**src/rtl/alu_pkg.sv**
```systemverilog
package alu_pkg;
  typedef enum logic [3:0] {
    OP_ADD  = 4'd0,
    OP_SUB  = 4'd1,
    OP_AND  = 4'd2,
    OP_OR   = 4'd3,
    OP_XOR  = 4'd4,
    OP_CMP  = 4'd5,
    OP_TSTI = 4'd6,
    OP_TSTM = 4'd7,
    OP_SHL  = 4'd8,
    OP_SHR  = 4'd9,
    OP_ROTL = 4'd10,
    OP_ROTR = 4'd11,
    OP_INC  = 4'd12,
    OP_DEC  = 4'd13,
    OP_SETB = 4'd14,
    OP_CLRB = 4'd15
  } alu_op_e;

  typedef struct packed {
    logic n;
    logic v;
    logic z;
    logic c;
  } flags_t;
endpackage

```
**src/rtl/alu_adder.sv**
```systemverilog
module alu_adder #(
  parameter int DATA_W   = 16,
  parameter int NARROW_W = 8
) (
  input  logic              byte_mode,
  input  logic [DATA_W-1:0] a,
  input  logic [DATA_W-1:0] b,
  input  logic              cin,
  output logic [DATA_W-1:0] sum,
  output logic              cout,
  output logic              ovf
);
  logic [NARROW_W:0] nsum;
  logic [DATA_W:0]   wsum;
  logic sa, sb, sr;

  always_comb begin
    nsum = {1'b0, a[NARROW_W-1:0]} + {1'b0, b[NARROW_W-1:0]} + {{NARROW_W{1'b0}}, cin};
    wsum = {1'b0, a} + {1'b0, b} + {{DATA_W{1'b0}}, cin};
    if (byte_mode) begin
      sum  = {wsum[DATA_W-1:NARROW_W], nsum[NARROW_W-1:0]};
      cout = nsum[NARROW_W];
      sa   = a[NARROW_W-1];
      sb   = b[NARROW_W-1];
      sr   = nsum[NARROW_W-1];
    end else begin
      sum  = wsum[DATA_W-1:0];
      cout = wsum[DATA_W];
      sa   = a[DATA_W-1];
      sb   = b[DATA_W-1];
      sr   = wsum[DATA_W-1];
    end
    ovf = (sa == sb) && (sr != sa);
  end
endmodule

```
**src/rtl/alu_shifter.sv**
```systemverilog
module alu_shifter #(
  parameter int DATA_W   = 16,
  parameter int NARROW_W = 8
) (
  input  logic              byte_mode,
  input  logic              right,
  input  logic              rotate,
  input  logic              cin,
  input  logic [DATA_W-1:0] val,
  output logic [DATA_W-1:0] out,
  output logic              cout
);
  logic fill;

  always_comb begin
    fill = rotate & cin;
    if (right) begin
      cout = val[0];
      if (byte_mode)
        out = {val[DATA_W-1:NARROW_W], fill, val[NARROW_W-1:1]};
      else
        out = {fill, val[DATA_W-1:1]};
    end else begin
      if (byte_mode) begin
        cout = val[NARROW_W-1];
        out  = {val[DATA_W-1:NARROW_W], val[NARROW_W-2:0], fill};
      end else begin
        cout = val[DATA_W-1];
        out  = {val[DATA_W-2:0], fill};
      end
    end
  end
endmodule

```
**src/rtl/alu_logic.sv**
```systemverilog
module alu_logic #(
  parameter int DATA_W = 16
) (
  input  logic [DATA_W-1:0] a,
  input  logic [DATA_W-1:0] b,
  output logic [DATA_W-1:0] and_r,
  output logic [DATA_W-1:0] or_r,
  output logic [DATA_W-1:0] xor_r,
  output logic [DATA_W-1:0] clr_r
);
  always_comb begin
    and_r = a & b;
    or_r  = a | b;
    xor_r = a ^ b;
    clr_r = b & ~a;
  end
endmodule

```
**src/rtl/dual_width_alu.sv**
```systemverilog
module dual_width_alu #(
  parameter int DATA_W   = 16,
  parameter int NARROW_W = 8
) (
  input  logic              clk,
  input  logic              rst,
  input  logic              byte_mode_i,
  input  logic [3:0]        op_i,
  input  logic [DATA_W-1:0] acc_i,
  input  logic [DATA_W-1:0] opnd_i,
  input  logic              carry_i,
  output logic [DATA_W-1:0] result_o,
  output logic              flag_n_o,
  output logic              flag_v_o,
  output logic              flag_z_o,
  output logic              flag_c_o,
  output logic              upd_n_o,
  output logic              upd_v_o,
  output logic              upd_z_o,
  output logic              upd_c_o
);
  import alu_pkg::*;

  localparam int HI_W = DATA_W - NARROW_W;

  alu_op_e op;
  assign op = alu_op_e'(op_i);

  function automatic logic msb_of(input logic bm, input logic [DATA_W-1:0] x);
    return bm ? x[NARROW_W-1] : x[DATA_W-1];
  endfunction

  function automatic logic sub_msb_of(input logic bm, input logic [DATA_W-1:0] x);
    return bm ? x[NARROW_W-2] : x[DATA_W-2];
  endfunction

  function automatic logic is_zero(input logic bm, input logic [DATA_W-1:0] x);
    return bm ? (x[NARROW_W-1:0] == '0) : (x == '0);
  endfunction

  // Adder operand steering
  logic [DATA_W-1:0] add_a, add_b, add_sum;
  logic              add_cin, add_cout, add_ovf;

  always_comb begin
    add_a   = acc_i;
    add_b   = opnd_i;
    add_cin = carry_i;
    case (op)
      OP_SUB: add_b = ~opnd_i;
      OP_CMP: begin
        add_b   = ~opnd_i;
        add_cin = 1'b1;
      end
      OP_INC: begin
        add_a   = opnd_i;
        add_b   = '0;
        add_cin = 1'b1;
      end
      OP_DEC: begin
        add_a   = opnd_i;
        add_b   = '1;
        add_cin = 1'b0;
      end
      default: ;
    endcase
  end

  alu_adder #(.DATA_W(DATA_W), .NARROW_W(NARROW_W)) u_adder (
    .byte_mode(byte_mode_i), .a(add_a), .b(add_b), .cin(add_cin),
    .sum(add_sum), .cout(add_cout), .ovf(add_ovf)
  );

  logic [DATA_W-1:0] sh_out;
  logic              sh_cout;
  logic              sh_right, sh_rot;
  assign sh_right = (op == OP_SHR) || (op == OP_ROTR);
  assign sh_rot   = (op == OP_ROTL) || (op == OP_ROTR);

  alu_shifter #(.DATA_W(DATA_W), .NARROW_W(NARROW_W)) u_shift (
    .byte_mode(byte_mode_i), .right(sh_right), .rotate(sh_rot), .cin(carry_i),
    .val(opnd_i), .out(sh_out), .cout(sh_cout)
  );

  logic [DATA_W-1:0] and_r, or_r, xor_r, clr_r;
  alu_logic #(.DATA_W(DATA_W)) u_logic (
    .a(acc_i), .b(opnd_i), .and_r(and_r), .or_r(or_r), .xor_r(xor_r), .clr_r(clr_r)
  );

  // Result and flag selection
  logic [DATA_W-1:0] raw, res_d;
  logic              keep_acc;
  flags_t            f, en, f_d;

  always_comb begin
    raw      = add_sum;
    keep_acc = 1'b0;
    f        = '0;
    en       = '0;
    case (op)
      OP_ADD, OP_SUB: begin
        f.v = add_ovf;
        f.c = add_cout;
        en  = '{n: 1'b1, v: 1'b1, z: 1'b1, c: 1'b1};
      end
      OP_AND: begin raw = and_r; en.n = 1'b1; en.z = 1'b1; end
      OP_OR:  begin raw = or_r;  en.n = 1'b1; en.z = 1'b1; end
      OP_XOR: begin raw = xor_r; en.n = 1'b1; en.z = 1'b1; end
      OP_CMP: begin
        keep_acc = 1'b1;
        f.c      = add_cout;
        en       = '{n: 1'b1, v: 1'b0, z: 1'b1, c: 1'b1};
      end
      OP_TSTI: begin keep_acc = 1'b1; en.z = 1'b1; end
      OP_TSTM: begin
        keep_acc = 1'b1;
        f.v      = sub_msb_of(byte_mode_i, opnd_i);
        en       = '{n: 1'b1, v: 1'b1, z: 1'b1, c: 1'b0};
      end
      OP_SHL, OP_SHR, OP_ROTL, OP_ROTR: begin
        raw = sh_out;
        f.c = sh_cout;
        en  = '{n: 1'b1, v: 1'b0, z: 1'b1, c: 1'b1};
      end
      OP_INC, OP_DEC: begin en.n = 1'b1; en.z = 1'b1; end
      OP_SETB: begin raw = or_r;  en.z = 1'b1; end
      OP_CLRB: begin raw = clr_r; en.z = 1'b1; end
      default: ;
    endcase

    if (op == OP_TSTM) f.n = msb_of(byte_mode_i, opnd_i);
    else               f.n = msb_of(byte_mode_i, raw);

    if (op == OP_TSTI || op == OP_TSTM || op == OP_SETB || op == OP_CLRB)
      f.z = is_zero(byte_mode_i, and_r);
    else
      f.z = is_zero(byte_mode_i, raw);

    f_d = f & en;

    if (keep_acc)         res_d = acc_i;
    else if (byte_mode_i) res_d = {acc_i[DATA_W-1:DATA_W-HI_W], raw[NARROW_W-1:0]};
    else                  res_d = raw;
  end

  always_ff @(posedge clk) begin
    if (rst) begin
      result_o <= '0;
      {flag_n_o, flag_v_o, flag_z_o, flag_c_o} <= '0;
      {upd_n_o, upd_v_o, upd_z_o, upd_c_o}     <= '0;
    end else begin
      result_o <= res_d;
      {flag_n_o, flag_v_o, flag_z_o, flag_c_o} <= f_d;
      {upd_n_o, upd_v_o, upd_z_o, upd_c_o}     <= en;
    end
  end
endmodule

```
**config.mk**
```make
export PLATFORM = sky130hd
export DESIGN_NAME = dual_width_alu
export DESIGN_NICKNAME = d
export VERILOG_FILES = /design/src/rtl/alu_pkg.sv /design/src/rtl/alu_adder.sv /design/src/rtl/alu_shifter.sv /design/src/rtl/alu_logic.sv /design/src/rtl/dual_width_alu.sv
export SDC_FILE = /design/constraint.sdc
export NUM_CORES = 1
export LEC_CHECK = 0
export BUFFER_PORTS_ARGS = -buffer_cell sky130_fd_sc_hd__buf_4
export CAP_MARGIN = 30
export CORE_MARGIN = 2
export CORE_UTILIZATION = 50
export DETAILED_ROUTE_END_ITERATION = 10
export PLACE_DENSITY = 0.75
export REMOVE_ABC_BUFFERS = 1
export SLEW_MARGIN = 20
export SYNTH_ARGS = -nofsm -noshare
export SYNTH_HDL_FRONTEND = slang
export SYNTH_SLANG_ARGS = --single-unit
```
**constraint.sdc**
```tcl
create_clock -name clk -period 4.9 [get_ports clk]
set_input_delay 0.735 -clock clk [delete_from_list [all_inputs] [get_ports clk]]
set_output_delay 0.735 -clock clk [all_outputs]
set_load 0.01 [all_outputs]
```
==> flow_summary.json, run 1 <==
{
  "powerDensity_nw_per_um2": 202,
  "portBuffers": 63,
  "rows": 33,
  "yosysSeqAreaShare_pct": 11.7,
  "combPwrFrac_pct": 57.1,
  "hold_slack_ns": 0.712,
  "post_cts_resize_count": 0,
  "grt_max_degree": 34,
  "final_util_pct": 58.1,
  "fill_cells": 765,
  "drt_first_pass_iters": 6,
  "fin_crit_sh_pct": 88.3,
  "path_max_fanout": 17,
  "grtUsageTotal_pct": 30.8,
  "worst_ep_arrival_time_ns": 4.52,
  "p_seq_share_pct": 23.1,
  "drive_gt1_share_pct": 16.6,
  "slowest_delay_ns": 0.48,
  "synth_top_area_share_pct": 19.2,
  "post-cts-setup-buffers": 0,
  "core-area_um2": 8090,
  "crit_type": "in2reg",
  "drcViolationCount": 0,
  "cts_buffers": 3,
  "cp-startpoint": "op_i[3]",
  "die-area_um2": 8930,
  "crit_required_ns": 5.09,
  "seq_area_um2": 480,
  "worstHoldPathType": "in2reg",
  "min_from": "acc_i[1]",
  "synth_top_area_cell": "ha_1",
  "netSwitchingFraction_pct": 42.7,
  "synth_warnings": 0,
  "die_w_um": 94.5,
  "max_clock_freq_mhz": 231,
  "setup_tns_ns": 0,
  "vdd_drop_max_uv": 102,
  "ctsHoldBuffers": 0,
  "post-dp-hpwl_um": 10500,
  "worstMarginPinSlew_ns": 0.924,
  "synth_async_sr_flop_share_pct": 0,
  "hold_violations": 0,
  "slew-limit-headroom_pct": 38.3,
  "die_h_um": 94.5,
  "place.gp.congestion": 0.987,
  "path_cells": "buf_4, buf_4, inv_1, nand2_1, o22a_1, o22a_1, fa_1, inv_1, fa_1, nor2b_1, o31a_1, a2111oi_2, o21ai_0, xor2_1, a21boi_0, and4_1, a41o_1",
  "netlist_area_um2": 4100,
  "htree_levels": 1,
  "grt_pass1_vias": 4178,
  "initial_utilization_pct": 50.6,
  "pin_count": 64,
  "drt_iter0_drc": 432,
  "wl_um": 13900,
  "setup_viol_count_final": 0,
  "p_sw_mw": 0.405,
  "synth_edf_count": 0,
  "clockBufferDepth": 2,
  "vias": 4471,
  "yosys.cell_count.top_type": "nand2_1",
  "cts_tree": "yes",
  "p_int_mw": 0.543,
  "antenna_found_initial": 0,
  "final_antenna_net_count": 0,
  "syn_inst": 555,
  "wl_per_cell_um": 19.6,
  "netlist_top_cells_area": "ha_1, dfxtp_1, o21ai_0",
  "rsz0062_at_grt": "no",
  "cts.clk_slew.worst_paths_ns": 0.10,
  "globalRouteOverflowTotal": 0,
  "layout.nets": 708,
  "slowest_stage": "fa_1",
  "avgSynthCellArea_um2": 7.38,
  "clockPowerShare_pct": 19.8,
  "synth_ff_type": "dfxtp_1",
  "status": "finished, final reports clean",
  "drv_cap": 0,
  "viasPerCell": 6.32,
  "maxSlewViolCount": 0,
  "period_needed_ns": 4.33,
  "synth_commonest_cells": "nand2_1, ha_1, o21ai_0",
  "num_antenna_cells": 0,
  "ys_ff_latch": 24,
  "p_leak_nw": 2.22,
  "clkSinkCount": 24,
  "cts-root-buf": "clkbuf_8",
  "start_kind": "input port",
  "cp-end-kind": "flip-flop",
  "ys_types": 73,
  "multi_input_comb_area_um2": 3270,
  "grt_pass1_wl_um": 21500,
  "syn2layout_area_growth_pct": 14.8
}
==> flip-flops by register name, indices dropped and copies added, names as in the netlist <==
signal    cells
flag_c_o      1
upd_c_o       1
upd_n_o       1
upd_z_o       1
upd_v_o       1
flag_n_o      1
flag_z_o      1
flag_v_o      1
result_o     16
==> worst max-delay path, delay by kind of cell <==
kind                     cells  cell delay (ns)
AO/OA/AOI/OAI                7             1.74
XOR/XNOR                     1             0.23
adder cells (fa/ha/maj)      2             0.70
buffers and inverters        4             0.57
AND/OR/NAND/NOR              3             0.53
==> final timing paths <==
check | endpoint | slack [ns] | cells after the start
min | result_o[1]$_SDFF_PP0_ | 0.71 | 3
max | flag_z_o$_SDFF_PP0_ | 0.57 | 17
==> power by group through the flow <==
stage	Clock, mW	Combinational, mW	Sequential (mW)
after floorplan	0	0.310	0.233
after global placement	0	0.516	0.223
after detailed placement	0	0.523	0.223
after CTS	0.188	0.526	0.219
after global routing	0.196	0.584	0.220
final	0.188	0.541	0.219
==> final cells by class <==
class	count	share of cell area, %
clock buffers	3	0.879
multi-input cells	453	69.5
inverters	42	3.35
well taps	105	2.80
flip-flops and latches	24	10.2
repair buffers	79	12.6
clock inverters	1	0.639
==> through the flow <==
stage	std cells	instance area, um2	setup slack [ns]	power [mW]
floorplan	519	3900	0.175	0.543
global placement	702	4620	0.354	0.739
detailed placement	702	4620	0.276	0.746
CTS	706	4690	0.567	0.933
global route	707	4700	0.377	1.00
finish	707	4700	0.575	0.947
==> cell usage in the layout, fill, tap and decap left out, types with 6 or more instances in the layout <==
cell type / instances
inv_1: 42
a211oi_1: 13
nand2_1: 68
a31oi_1: 6
a222oi_1: 6
dfxtp_1: 24
nor2_1: 38
a22oi_1: 8
o221ai_1: 6
o21ai_0: 52
nand3_1: 13
o211ai_1: 18
a21o_1: 6
mux2i_1: 10
xnor2_1: 7
a22o_1: 6
nor3_1: 7
buf_4: 78
a21oi_1: 26
xor2_1: 6
ha_1: 63
and3_1: 9
==> metal layers <==
layer / part of all wire (%) / global-route usage (%) / vias up / routed length [um]
met5: 0 / 0 / - / 0
met1: 44 / 42.5 / 2041 / 6030
met4: 3.8 / 11.8 / 0 / 520
met2: 45 / 49.6 / 241 / 6180
met3: 8.1 / 2.79 / 58 / 1120
li1: - / - / 2131 / -
==> kinds of logic after synthesis <==
kind of cell	count (synthesis)	synth area share, %
flip-flops	24	11.7
adder cells (fa/ha/maj)	65	20.2
multiplexers	12	3.09
AO/OA/AOI/OAI	188	32.5
XOR/XNOR	13	2.78
buffers and inverters	78	8.58
AND/OR/NAND/NOR	175	21.1
Note: power is estimated with default switching activity, not from simulation.
==> inputs of run 2 (changes only) <==
--- a/config.mk
+++ b/config.mk
@@ -7,10 +7,12 @@
 export LEC_CHECK = 0
 export BUFFER_PORTS_ARGS = -buffer_cell sky130_fd_sc_hd__buf_4
 export CAP_MARGIN = 30
+export CELL_PAD_IN_SITES_DETAIL_PLACEMENT = 1
+export CELL_PAD_IN_SITES_GLOBAL_PLACEMENT = 1
 export CORE_MARGIN = 2
-export CORE_UTILIZATION = 50
+export CORE_UTILIZATION = 39
 export DETAILED_ROUTE_END_ITERATION = 10
-export PLACE_DENSITY = 0.75
+export PLACE_DENSITY_LB_ADDON = 0.1
 export REMOVE_ABC_BUFFERS = 1
 export SLEW_MARGIN = 20
 export SYNTH_ARGS = -nofsm -noshare
==> constraint.sdc (replaced) <==
create_clock -name clk -period 4.9 [get_ports clk]
set_input_delay 0.735 -clock clk [delete_from_list [all_inputs] [get_ports clk]]
set_output_delay 0.735 -clock clk [all_outputs]
set_load 0.005 [all_outputs]
==> run 2 against run 1 <==
- routed wire length rose by 17%
- hold slack improved by 0.023 ns
- core utilization fell by 12 points
- highest routed layer unchanged
- sequential power barely moved
- via count up 1.3%
- first-iteration DRC count decreased by 22%
- sequential share of layout area is essentially flat
- global-route usage down 1.7 points
- combinational power up 1%
- largest power group unchanged
- critical path type unchanged
==> flow_summary.json, run 2 (synthesis results as in run 1) <==
{
  "setup_tns_ns": 0,
  "min_to": "result_o[2]$_SDFF_PP0_",
  "rows": 37,
  "path_max_fanout": 28,
  "grtUsageTotal_pct": 29.1,
  "initial_utilization_pct": 39.8,
  "post_cts_resize_count": 0,
  "worst_ep_arrival_time_ns": 4.47,
  "drive_gt1_share_pct": 16.4,
  "grt_use_met2_pct": 48.1,
  "die_h_um": 106,
  "cts_tree": "yes",
  "grt_pass1_wl_um": 25800,
  "clkSinkCount": 24,
  "ctsHoldBuffers": 0,
  "hold_violations": 0,
  "path_cells": "buf_4, nand2_1, o22a_1, o22a_1, fa_1, inv_1, fa_1, nor2b_1, o31a_1, a2111oi_2, o21ai_0, a21o_1, nand2_1, mux2i_1, nand2_1, a41o_1",
  "grt_max_degree": 34,
  "start_kind": "input port",
  "final_antenna_net_count": 0,
  "p_leak_nw": 2.21,
  "crit_required_ns": 5.09,
  "crit_type": "in2reg",
  "fin_crit_sh_pct": 87.3,
  "portBuffers": 63,
  "place_area_um2": 4650,
  "post-cts-setup-buffers": 0,
  "num_antenna_cells": 0,
  "hold_depth": 3,
  "grt_pass1_vias": 4637,
  "cts-root-buf": "clkbuf_8",
  "setup_viol_count_final": 0,
  "max_clock_freq_mhz": 234,
  "drcViolationCount": 0,
  "slowest_stage": "fa_1",
  "final_cell_mix": "buf_4, nand2_1, ha_1",
  "viasPerCell": 6.16,
  "cpMostUsedCell": "nand2_1",
  "status": "finished, final reports clean",
  "min_from": "acc_i[2]",
  "grtUsageMet3_pct": 3.13,
  "wl_um": 16200,
  "post-dp-hpwl_um": 12400,
  "wl_per_cell_um": 22.1,
  "die-area_um2": 11300,
  "place.gp.congestion": 0.885,
  "cts.clk_slew.worst_paths_ns": 0.10,
  "vias": 4530,
  "worstHoldPathType": "in2reg",
  "slowest_delay_ns": 0.48,
  "dp_slack_ns": 0.361,
  "clockBufferDepth": 2,
  "core-area_um2": 10300,
  "pin_count": 64,
  "drv_cap": 0,
  "cp-end-kind": "flip-flop",
  "final_common_cell": "buf_4",
  "fin_area_um2": 4720,
  "cts_buffers": 3,
  "syn2layout_area_growth_pct": 15.2,
  "powerDensity_nw_per_um2": 203,
  "hold_slack_ns": 0.736,
  "final_util_pct": 45.9,
  "period_needed_ns": 4.28,
  "drt_first_pass_iters": 5,
  "maxSlewViolCount": 0,
  "seq_area_um2": 480,
  "vdd_drop_max_uv": 99.6,
  "htree_levels": 1,
  "rsz0062_at_grt": "no",
  "multi_input_comb_area_um2": 3270,
  "die_w_um": 106,
  "slew-limit-headroom_pct": 34.8,
  "grt_use_met1_pct": 39.4,
  "fill_cells": 1353,
  "busiest_layer": "met2",
  "antenna_found_initial": 0,
  "globalRouteOverflowTotal": 0,
  "drt_iter0_drc": 335,
  "largest_reg_flops": 16,
  "regMostFlops": "result_o",
  "layout.nets": 705,
  "worstMarginPinSlew_ns": 0.970,
  "layout_setup_ws_ns": 0.623
}
==> run 2: changes by cell type in the layout (fill, tap and decap cells not counted) <==
cell	change
a21oi_1	-1
a21oi_2	+1
buf_4	-2
clkbuf_4	-1
==> run 2: power by group <==
part	internal [mW]	leakage (nW)	switching [mW]
clock	0.110	0.0357	0.0797
sequential	0.214	0.199	0.00543
combinational	0.218	1.97	0.329
total	0.541	2.21	0.414
==> run 2: through the flow <==
stage,instances,power (mW)
after global routing,735,1.02
final,735,0.956
after floorplan,519,0.536
after global placement,731,0.747
after detailed placement,731,0.760
after CTS,735,0.951
==> run 2: worst max-delay path by stage <==
| stage | from | endpoint | slack [ns] | depth (start not counted) |
|---|---|---|---|---|
| 3_5_place_dp | op_i[1] | result_o[15]$_SDFF_PP0_ | 0.36 | 16 |
| 4_1_cts | op_i[0] | flag_z_o$_SDFF_PP0_ | 0.63 | 16 |
| 2_1_floorplan | op_i[2] | result_o[15]$_SDFF_PP0_ | 0.18 | 15 |
| 3_3_place_gp | op_i[2] | flag_z_o$_SDFF_PP0_ | 0.15 | 15 |
| 5_1_grt | op_i[1] | flag_z_o$_SDFF_PP0_ | 0.35 | 16 |
| 6_report | op_i[0] | flag_z_o$_SDFF_PP0_ | 0.62 | 16 |
==> run 2: area by class of cell <==
cell class / count / area share (%)
multi-input combinational: 453 / 69.3
timing repair buffer: 76 / 12.1
sequential: 24 / 10.2
tap: 136 / 3.61
inverter: 42 / 3.34
clock buffer: 3 / 0.875
clock inverter: 1 / 0.636
==> run 2: critical path, delay by kind of cell <==
family | cells | cell delay (ns)
adder cells (fa/ha/maj) | 2 | 0.70
AO/OA/AOI/OAI | 7 | 1.92
buffers and inverters | 2 | 0.40
AND/OR/NAND/NOR | 4 | 0.48
multiplexers | 1 | 0.21
==> run 2: routing by layer <==
metal / routed length [um] / share of wire, %
met4: 470 / 2.9
met1: 7330 / 45
met5: 0 / 0
met2: 7440 / 46
met3: 971 / 6.0
==> inputs of run 3 (changes only) <==
--- a/config.mk
+++ b/config.mk
@@ -5,12 +5,13 @@
 export SDC_FILE = /design/constraint.sdc
 export NUM_CORES = 1
 export LEC_CHECK = 0
+export ABC_AREA = 1
 export BUFFER_PORTS_ARGS = -buffer_cell sky130_fd_sc_hd__buf_4
 export CAP_MARGIN = 30
 export CELL_PAD_IN_SITES_DETAIL_PLACEMENT = 1
 export CELL_PAD_IN_SITES_GLOBAL_PLACEMENT = 1
 export CORE_MARGIN = 2
-export CORE_UTILIZATION = 39
+export CORE_UTILIZATION = 36
 export DETAILED_ROUTE_END_ITERATION = 10
 export PLACE_DENSITY_LB_ADDON = 0.1
 export REMOVE_ABC_BUFFERS = 1
==> run 3 against run 2 <==
- area after synthesis is 0.15% lower
- non-clock buffer count is 8 lower
- flip-flop and latch count stayed put
- global-route usage is 2.0 points lower
- first-iteration DRC count is 32% lower
- core utilization is 2.3 points lower
- hold slack better by 0.017 ns
- critical path depth is 6 higher
==> flow_summary.json, run 3 <==
{
  "status": "finished, final reports clean",
  "yosysSeqAreaShare_pct": 11.8,
  "period_needed_ns": 4.10,
  "cts.clk_slew.worst_paths_ns": 0.07,
  "core-area_um2": 11000,
  "max_clock_freq_mhz": 244,
  "worstHoldPathType": "in2reg",
  "clockBufferDepth": 2,
  "cts_buffers": 3,
  "synth_top_area_cell": "ha_1",
  "grt_use_met2_pct": 43.6,
  "grtUsageMet3_pct": 3.73,
  "synth_commonest_cells": "nand2_1, inv_1, ha_1, o21ai_0, nor2_1",
  "rows": 38,
  "synthAdderAreaFrac_pct": 20.3,
  "seq_area_um2": 480,
  "die-area_um2": 12200,
  "maxSlewViolCount": 0,
  "cp-end-kind": "flip-flop",
  "yosys.cell_count.top_type": "nand2_1",
  "drt_first_pass_iters": 4,
  "final_cell_mix": "nand2_1, inv_1, buf_4",
  "hold_depth": 3,
  "vdd_drop_max_uv": 162,
  "synth_ff_type": "dfxtp_1",
  "pin_count": 64,
  "ys_ff_latch": 24,
  "slew-limit-headroom_pct": 53.5,
  "syn2layout_area_growth_pct": 17.0,
  "synthMuxAreaShare_pct": 0,
  "worstMarginPinSlew_ns": 0.695,
  "place.gp.congestion": 0.962,
  "setup_tns_ns": 0,
  "multi_input_comb_area_um2": 3040,
  "crit_required_ns": 5.11,
  "num_antenna_cells": 0,
  "p_leak_nw": 2.71,
  "drt_iter0_drc": 229,
  "cts_tree": "yes",
  "netlist_top_cells_area": "ha_1, nand2_1, dfxtp_1",
  "wl_um": 16500,
  "viasPerCell": 5.32,
  "drv_cap": 0,
  "final_antenna_net_count": 0,
  "die_h_um": 111,
  "synth_edf_count": 0,
  "antenna_found_initial": 0,
  "path_max_fanout": 16,
  "avgSynthCellArea_um2": 5.75,
  "die_w_um": 111,
  "synth_compound_gate_area_share_pct": 19.8,
  "post-dp-hpwl_um": 13500,
  "fin_cells": 905,
  "grt_pass1_wl_um": 26800,
  "clkSinkCount": 24,
  "layout_setup_ws_ns": 0.804,
  "globalRouteOverflowTotal": 0,
  "crit_type": "in2reg",
  "hold_violations": 0,
  "synth_warnings": 0,
  "dp_slack_ns": 0.487,
  "rsz0062_at_grt": "no",
  "ctsHoldBuffers": 0,
  "regMostFlops": "result_o",
  "portBuffers": 63,
  "post_cts_resize_count": 0,
  "ys_types": 39,
  "start_kind": "input port",
  "grt_max_degree": 19,
  "fill_cells": 1569,
  "synth_top_family_by_area": "simple AND/OR/NAND/NOR gates",
  "vias": 4816,
  "cts-root-buf": "clkbuf_16",
  "powerDensity_nw_per_um2": 210,
  "wl_per_cell_um": 18.3,
  "drcViolationCount": 0,
  "synth_async_sr_flop_share_pct": 0,
  "worst_ep_arrival_time_ns": 4.31,
  "layout.nets": 871,
  "fin_crit_sh_pct": 83.6,
  "htree_levels": 1,
  "place_inst": 900,
  "drive_gt1_share_pct": 11.2,
  "netlist_area_um2": 4090,
  "post-cts-setup-buffers": 0,
  "synth_xor_area_share_pct": 0.857,
  "syn_inst": 711,
  "grt_pass1_vias": 5039,
  "grtUsageTotal_pct": 27.1,
  "busiest_layer": "met2",
  "grt_use_met1_pct": 38.3,
  "yosys.area_share.simple_pct": 33.4,
  "largest_reg_flops": 16,
  "setup_viol_count_final": 0,
  "synth_top_area_share_pct": 19.3,
  "final_common_cell": "nand2_1",
  "initial_utilization_pct": 37.2
}
run 3: final timing paths:
path	start	to	slack [ns]
setup / recovery	op_i[2]	flag_z_o$_SDFF_PP0_	0.80
hold / removal	acc_i[0]	result_o[0]$_SDFF_PP0_	0.75
run 3: final cells by class:
cell class                      count  area share, %
Multi-Input combinational cell    542           63.5
Timing Repair Buffer               68           10.7
Sequential cell                    24           10.0
Inverter                          127           9.96
Tap cell                          140           3.66
Clock buffer                        3           1.57
Clock inverter                      1          0.627
run 3: kinds of logic after synthesis:
logic type      count (synthesis)
simple gates                  329
buf+inv                       145
compound gates                144
fa+ha+maj                      65
flops                          24
xor+xnor                        4
run 3: per-stage QoR:
stage / instance area [um2] / total power, mW / util (%) / hold WS, ns
floorplan: 4000 / 0.544 / - / 0.797
global placement: 4670 / 0.736 / 42.5 / 1.04
detailed placement: 4670 / 0.753 / 42.5 / 1.04
CTS: 4780 / 0.998 / 43.5 / 0.761
global route: 4790 / 1.08 / 43.6 / 0.791
finish: 4790 / 1.00 / 43.6 / 0.753
run 3: where the power goes:
group / switching, mW / internal, mW
combinational: 0.347 / 0.187
clock: 0.0862 / 0.163
sequential: 0.00606 / 0.215
total: 0.439 / 0.565
run 3: metal layers:
layer | vias to the layer above | part of all wire, %
met2 | 133 | 45
met4 | 0 | 1.9
met1 | 2273 | 47
li1 | 2385 | -
met5 | - | 0
met3 | 25 | 6.1
run 3: critical path, cell delays in order:
cell,delay (ns)
buf_4,0.13
nand2_1,0.14
inv_1,0.10
nand2_1,0.43
nand2_1,0.44
o21ai_0,0.35
fa_1,0.25
inv_1,0.06
fa_1,0.41
inv_1,0.11
nand3_1,0.07
nand3_1,0.14
nand2_1,0.09
nand3_1,0.11
nand2_1,0.06
nand3_1,0.06
nand2_1,0.07
nor2_1,0.10
nand2_1,0.06
o21bai_1,0.17
nand2_1,0.09
a21oi_2,0.11
